[config.mk]
export PLATFORM = sky130hd
export DESIGN_NAME = irq_flag_enable_unit
export DESIGN_NICKNAME = d
export VERILOG_FILES = /design/src/rtl/ifu_pkg.sv /design/src/rtl/ifu_flag_bank.sv /design/src/rtl/ifu_enable_reg.sv /design/src/rtl/ifu_irq_out.sv /design/src/rtl/irq_flag_enable_unit.sv
export SDC_FILE = /design/constraint.sdc
export NUM_CORES = 1
export LEC_CHECK = 0
export CAP_MARGIN = 20
export CELL_PAD_IN_SITES_DETAIL_PLACEMENT = 2
export CELL_PAD_IN_SITES_GLOBAL_PLACEMENT = 2
export CORE_ASPECT_RATIO = 0.75
export CORE_UTILIZATION = 32
export CTS_CLUSTER_DIAMETER = 200
export DETAILED_ROUTE_END_ITERATION = 7
export DONT_BUFFER_PORTS = 1
export GPL_TIMING_DRIVEN = 0
export PLACE_DENSITY_LB_ADDON = 0.1
export SLEW_MARGIN = 25
export SYNTH_ARGS = -nofsm -noshare
export SYNTH_HDL_FRONTEND = slang
export SYNTH_SLANG_ARGS = --single-unit
[constraint.sdc]
create_clock -name clk -period 1.3 [get_ports clk]
set_clock_uncertainty 0.2 [all_clocks]
set_input_delay 0.26 -clock clk [delete_from_list [all_inputs] [get_ports clk]]
set_output_delay 0.26 -clock clk [all_outputs]
set_load 0.02 [all_outputs]
[src/rtl/ifu_pkg.sv]
package ifu_pkg;

    localparam int unsigned IFU_SRC_W  = 7;
    localparam int unsigned IFU_DATA_W = IFU_SRC_W + 1;

    localparam int unsigned IFU_T1_BIT = 6;
    localparam int unsigned IFU_T2_BIT = 5;
    localparam int unsigned IFU_SR_BIT = 2;

    localparam int unsigned IFU_RDCLR_W = 3;

    typedef enum logic {
        SEL_FLAGS  = 1'b0,
        SEL_ENABLE = 1'b1
    } ifu_sel_e;

    typedef enum logic {
        EN_OP_CLEAR = 1'b0,
        EN_OP_SET   = 1'b1
    } ifu_en_op_e;

    typedef struct packed {
        logic     flag_wr;
        logic     en_wr;
        ifu_sel_e sel;
    } ifu_host_dec_t;

    function automatic ifu_host_dec_t decode_host(input logic wr, input ifu_sel_e sel);
        ifu_host_dec_t d;
        d.sel     = sel;
        d.flag_wr = wr && (sel == SEL_FLAGS);
        d.en_wr   = wr && (sel == SEL_ENABLE);
        return d;
    endfunction

endpackage

[src/rtl/ifu_flag_bank.sv]
module ifu_flag_bank #(
    parameter int unsigned SRC_W = ifu_pkg::IFU_SRC_W
) (
    input  logic             clk,
    input  logic             rst,
    input  logic [SRC_W-1:0] set_i,
    input  logic [SRC_W-1:0] clr_i,
    output logic [SRC_W-1:0] flags_o
);

    // One cell per source; set dominates clear.
    for (genvar i = 0; i < SRC_W; i++) begin : g_cell
        always_ff @(posedge clk) begin
            if (rst) begin
                flags_o[i] <= 1'b0;
            end else if (set_i[i]) begin
                flags_o[i] <= 1'b1;
            end else if (clr_i[i]) begin
                flags_o[i] <= 1'b0;
            end
        end
    end

    // every strobed set is visible after the edge
    assert_set_wins_R9: assert property (@(posedge clk) disable iff (rst)
        (|set_i) |=> ((flags_o & $past(set_i)) == $past(set_i)));

    // an unopposed clear drops the flag
    assert_clear_R7: assert property (@(posedge clk) disable iff (rst)
        (|(clr_i & ~set_i)) |=> ((flags_o & $past(clr_i & ~set_i)) == '0));

    // bits with neither strobe hold their value
    assert_hold_R2: assert property (@(posedge clk) disable iff (rst)
        1'b1 |=> (((flags_o ^ $past(flags_o)) & ~$past(set_i | clr_i)) == '0));

endmodule

[src/rtl/ifu_enable_reg.sv]
module ifu_enable_reg #(
    parameter int unsigned SRC_W = ifu_pkg::IFU_SRC_W,
    localparam int unsigned DATA_W = SRC_W + 1
) (
    input  logic              clk,
    input  logic              rst,
    input  logic              wr_i,
    input  logic [DATA_W-1:0] data_i,
    output logic [SRC_W-1:0]  en_o
);
    import ifu_pkg::*;

    ifu_en_op_e       op;
    logic [SRC_W-1:0] mask;
    logic [SRC_W-1:0] en_next;

    assign op   = ifu_en_op_e'(data_i[DATA_W-1]);
    assign mask = data_i[SRC_W-1:0];

    always_comb begin
        en_next = en_o;
        if (wr_i) begin
            unique case (op)
                EN_OP_SET:   en_next = en_o | mask;
                EN_OP_CLEAR: en_next = en_o & ~mask;
            endcase
        end
    end

    always_ff @(posedge clk) begin
        if (rst) en_o <= '0;
        else     en_o <= en_next;
    end

    // a set-type write makes the addressed bits one
    assert_en_set_R3: assert property (@(posedge clk) disable iff (rst)
        (wr_i && data_i[DATA_W-1]) |=> ((en_o & $past(mask)) == $past(mask)));

    // a clear-type write makes the addressed bits zero
    assert_en_clr_R4: assert property (@(posedge clk) disable iff (rst)
        (wr_i && !data_i[DATA_W-1]) |=> ((en_o & $past(mask)) == '0));

    // with no write the enables stay put
    assert_en_hold_R3: assert property (@(posedge clk) disable iff (rst)
        !wr_i |=> $stable(en_o));

endmodule

[src/rtl/ifu_irq_out.sv]
module ifu_irq_out #(
    parameter int unsigned SRC_W = ifu_pkg::IFU_SRC_W,
    localparam int unsigned DATA_W = SRC_W + 1
) (
    input  logic              clk,
    input  logic              rst,
    input  logic [SRC_W-1:0]  flags_i,
    input  logic [SRC_W-1:0]  en_i,
    input  ifu_pkg::ifu_sel_e sel_i,
    output logic              irq_o,
    output logic [DATA_W-1:0] rdata_o
);
    import ifu_pkg::*;

    logic pending;

    assign pending = |(flags_i & en_i);

    always_ff @(posedge clk) begin
        if (rst) irq_o <= 1'b0;
        else     irq_o <= pending;
    end

    always_comb begin
        unique case (sel_i)
            SEL_FLAGS:  rdata_o = {pending, flags_i};
            SEL_ENABLE: rdata_o = {1'b1, en_i};
        endcase
    end

    // the request follows the masked flags one clock later
    assert_irq_lag_R1: assert property (@(posedge clk) disable iff (rst)
        1'b1 |=> (irq_o == $past(|(flags_i & en_i))));

    // a reported pending status implies a set, enabled flag
    assert_status_R6: assert property (@(posedge clk) disable iff (rst)
        (sel_i == SEL_FLAGS && rdata_o[DATA_W-1]) |-> ((flags_i & en_i) != '0));

endmodule

[src/rtl/irq_flag_enable_unit.sv]
module irq_flag_enable_unit #(
    parameter int unsigned SRC_W   = ifu_pkg::IFU_SRC_W,
    parameter int unsigned RDCLR_W = ifu_pkg::IFU_RDCLR_W,
    parameter int unsigned T1_BIT  = ifu_pkg::IFU_T1_BIT,
    parameter int unsigned T2_BIT  = ifu_pkg::IFU_T2_BIT,
    parameter int unsigned SR_BIT  = ifu_pkg::IFU_SR_BIT,
    localparam int unsigned DATA_W = SRC_W + 1
) (
    input  logic               clk,
    input  logic               rst,
    input  logic               host_wr,
    input  logic               host_sel,
    input  logic [DATA_W-1:0]  host_wdata,
    output logic [DATA_W-1:0]  host_rdata,
    input  logic [SRC_W-1:0]   src_set,
    input  logic [SRC_W-1:0]   src_clr,
    input  logic [RDCLR_W-1:0] rd_clr,
    output logic               irq
);
    import ifu_pkg::*;

    ifu_host_dec_t    dec;
    logic [SRC_W-1:0] rd_mask;
    logic [SRC_W-1:0] wr_mask;
    logic [SRC_W-1:0] clr_all;
    logic [SRC_W-1:0] flags;
    logic [SRC_W-1:0] enables;

    assign dec = decode_host(host_wr, ifu_sel_e'(host_sel));

    // Map read-side-effect strobes onto their flag positions
    always_comb begin
        rd_mask         = '0;
        rd_mask[T1_BIT] = rd_clr[0];
        rd_mask[T2_BIT] = rd_clr[1];
        rd_mask[SR_BIT] = rd_clr[2];
    end

    assign wr_mask = dec.flag_wr ? host_wdata[SRC_W-1:0] : '0;
    assign clr_all = src_clr | rd_mask | wr_mask;

    ifu_flag_bank #(.SRC_W(SRC_W)) u_flags (
        .clk     (clk),
        .rst     (rst),
        .set_i   (src_set),
        .clr_i   (clr_all),
        .flags_o (flags)
    );

    ifu_enable_reg #(.SRC_W(SRC_W)) u_enables (
        .clk    (clk),
        .rst    (rst),
        .wr_i   (dec.en_wr),
        .data_i (host_wdata),
        .en_o   (enables)
    );

    ifu_irq_out #(.SRC_W(SRC_W)) u_irq (
        .clk     (clk),
        .rst     (rst),
        .flags_i (flags),
        .en_i    (enables),
        .sel_i   (dec.sel),
        .irq_o   (irq),
        .rdata_o (host_rdata)
    );

    // an unopposed timer-1 read clear leaves flag 6 low
    assert_rdclr_t1_R8: assert property (@(posedge clk) disable iff (rst)
        (rd_clr[0] && !src_set[T1_BIT]) |=> !flags[T1_BIT]);

    // host flag write clears the addressed, unopposed bits
    assert_flag_wr_R2: assert property (@(posedge clk) disable iff (rst)
        dec.flag_wr |=> ((flags & $past(host_wdata[SRC_W-1:0] & ~src_set)) == '0));

    // the enable readback carries a constant top bit
    assert_en_read_R5: assert property (@(posedge clk) disable iff (rst)
        host_sel |-> host_rdata[DATA_W-1]);

endmodule

==> results.sh <==
export IMPL_ys_ff_latch=15
export IMPL_wl_mm=2.42
export IMPL_power_total_uw=958
export IMPL_final_setup_worst_slack_ns=-0.569
export IMPL_critPathMaxFanout=3
export IMPL_synthAdderAreaFrac_pct=0
export IMPL_slowest_delay_ns=0.35
export IMPL_path_class="reg2out"
export IMPL_critPathSlowestCell="a222oi_1"
export IMPL_seq_area_frac_synth_pct=40.3
export IMPL_power_leakage_uw=0.000430
export IMPL_gp_congestion=0.650
export IMPL_min_period_ns=1.87
export IMPL_grt_pass1_wl_mm=3.79
export IMPL_vdd_drop_max_v=0.000483
export IMPL_cts_buffer_depth=2
export IMPL_grt_usage_pct=21.1
export IMPL_clk_latency_ns=0.29
export IMPL_hold_class="in2reg"
export IMPL_postLayoutCoreUtil_pct=46.5
export IMPL_drcViolationCount=3
export IMPL_synth_xor_area_share_pct=0
export IMPL_clock_sinks=15
export IMPL_boundaryPins=38
export IMPL_start_kind="register"
export IMPL_ys_warn_count=0
export IMPL_port_buffers=0
export IMPL_max_freq_mhz=535
export IMPL_coreArea_um2=2100
export IMPL_synth_nets=109
export IMPL_vias=713
export IMPL_power_density_nw_per_um2=980
export IMPL_layout_nets=129
export IMPL_fp_dieArea_um2=2530
export IMPL_min_period_over_period_pct=144
export IMPL_dpl_hpwl_mm=1.60
export IMPL_row_count=14
export IMPL_r2r_cells=3
export IMPL_rsz0062_at_grt="true"
export IMPL_drtIter0Drc=35
export IMPL_first_pass_iters=6
export IMPL_nFillCells=239
export IMPL_die_x_um=57.7
export IMPL_relSlewSlack_pct=67.2
export IMPL_status="finished, violations left"
export IMPL_holdWs_ns=0.00186
export IMPL_syn_cell_area_um2=744
export IMPL_layout_drive_gt1_share_pct=28.3
export IMPL_tightestPinTransition_ns=0.491
export IMPL_grt_max_degree=11
export IMPL_holdPathStages=3
export IMPL_antenna_found_initial=0
export IMPL_path_cells="a222oi_1, buf_4, nand4b_1"
export IMPL_area_delta_synth_final_pct=31.3
export IMPL_cts_tree="built"
export IMPL_synth_top_family_by_area="simple AND/OR/NAND/NOR gates"
export IMPL_antennaDiodeCount=0
export IMPL_synth_mux_area_share_pct=20.0
export IMPL_start_util_pct=35.4
export IMPL_dp_cells=104
export IMPL_synth_top_cell_by_area="dfxtp_1"
export IMPL_cap_violations=0
export IMPL_wl_per_cell_um=19.7
export IMPL_synthTopCellsByArea="dfxtp_1 40%, mux2_1 11%, mux2i_1 9.4%"
export IMPL_crit_path_end_kind="primary output"
export IMPL_grt_overflow=0
export IMPL_postRouteAntennaNets=0
export IMPL_finalHoldViolations=0
export IMPL_grt_pass1_vias=770
export IMPL_arrival_ns=1.41
export IMPL_final_cells=123
export IMPL_slew_violations=0
export IMPL_netlist_area_leader_share_pct=40.3
export IMPL_cts_root_buf="clkbuf_4"
export IMPL_min_from="host_wdata[2]"
export IMPL_htreeDepth=1
export IMPL_synth_simple_area_share_pct=23.5
export IMPL_die_h_um=43.8
export IMPL_setup_viol=8
export IMPL_critPathBufInv=1
export IMPL_synth_compound_area_share_pct=10.1
export IMPL_avgViaCountPerCell=5.80
export IMPL_clk_pin_slew_worst_paths_ns=0.09
export IMPL_ys_types=15
export IMPL_path_depth=3
export IMPL_crit_required_ns=0.84
export IMPL_syn_area_per_cell_um2=9.31
export IMPL_crit_family="compound AO/OA/AOI/OAI gates"
export IMPL_violations="design-rule violations, negative setup slack"
export IMPL_synth_cells=80
export IMPL_cts_buffers=3
stage by stage:
stage / worst slack (ns) / TNS, ns / instance area [um^2]
6_report: -0.569 / -1.45 / 977
4_1_cts: -0.528 / -1.21 / 961
5_1_grt: -0.623 / -1.72 / 977
3_3_place_gp: -0.296 / -0.534 / 774
3_5_place_dp: -0.289 / -0.534 / 774
2_1_floorplan: -0.108 / -0.108 / 744
synthesized netlist by cell type (all sizes together):
master	instances
a222oi	1
a22oi	2
a31oi	8
buf	3
clkbuf	1
dfxtp	15
inv	4
mux2	7
mux2i	7
nand3	7
nand3b	7
nand4b	1
nor2	17
metal layers:
metal | wire, um | global-route usage, % | share of wire, % | vias up
met5 | 0 | 0 | 0 | -
met4 | 77 | 5.71 | 3.2 | 0
met3 | 206 | 8.66 | 8.5 | 8
met2 | 1190 | 38.6 | 49 | 36
met1 | 950 | 22.8 | 39 | 342
li1 | - | - | - | 327
worst paths after layout:
kind / endpoint / slack, ns
max: host_rdata[7] / -0.57
min: register / 0.002
max reg2reg: u_irq.irq_o$_SDFF_PP0_ / 0.06
min reg2reg: u_flags.flags_o[0]$_SDFFE_PP0P_ / 0.33
power breakdown:
group	leakage [uW]	internal (uW)	total (uW)	switching, uW
logic	0.000289	90.1	179	89.3
registers	0.000126	485	505	20.1
clock network	0.0000150	119	273	154
cell families after synthesis:
group / after synthesis
AOI/OAI and AO/OA: 11
buffers and inverters: 8
DFF: 15
muxes: 14
and+or+nand+nor: 32
area by class of cell:
type / instances / area (um^2) / area share, %
Timing Repair Buffer: 15 / 143 / 14.6
Buffer: 4 / 30.0 / 3.07
Inverter: 4 / 15.0 / 1.54
Multi-Input combinational cell: 57 / 422 / 43.1
Clock buffer: 4 / 26.3 / 2.69
Sequential cell: 15 / 312 / 31.9
Tap cell: 24 / 30.0 / 3.07
worst min-delay path, delay by kind of cell:
family / cells / cell delay, ns
mux: 1 / 0.06
simple gates: 2 / 0.12
layout by cell type, fill, tap and decap left out:
cell           Yosys  routed
a222oi_1           1       1
a22oi_1            2       2
a31oi_1            8       8
buf_4              2       5
buf_6              1       1
clkbuf_1           1       2
clkbuf_4           0       3
dfxtp_1           15       6
dfxtp_2            0       9
dlygate4sd3_1      0      12
inv_1              4       4
mux2_2             0       1
mux2_4             0       6
mux2i_1            7       7
nand3_1            4       4
nand3_2            3       3
nand3b_1           7       7
nand4b_1           1       1
nor2_1            17      17
what timing repair did:
| action | CTS | global route |
|---|---|---|
| hold buffers | 12 | 0 |
| endpoints found under the setup margin | 8 | 8 |
| buffers inserted | 1 | 2 |
| pin swaps | 2 | 1 |
| gates resized for setup | 21 | 1 |
| hold endpoints to repair | 15 | 0 |
(Power assumes the default switching activity.)
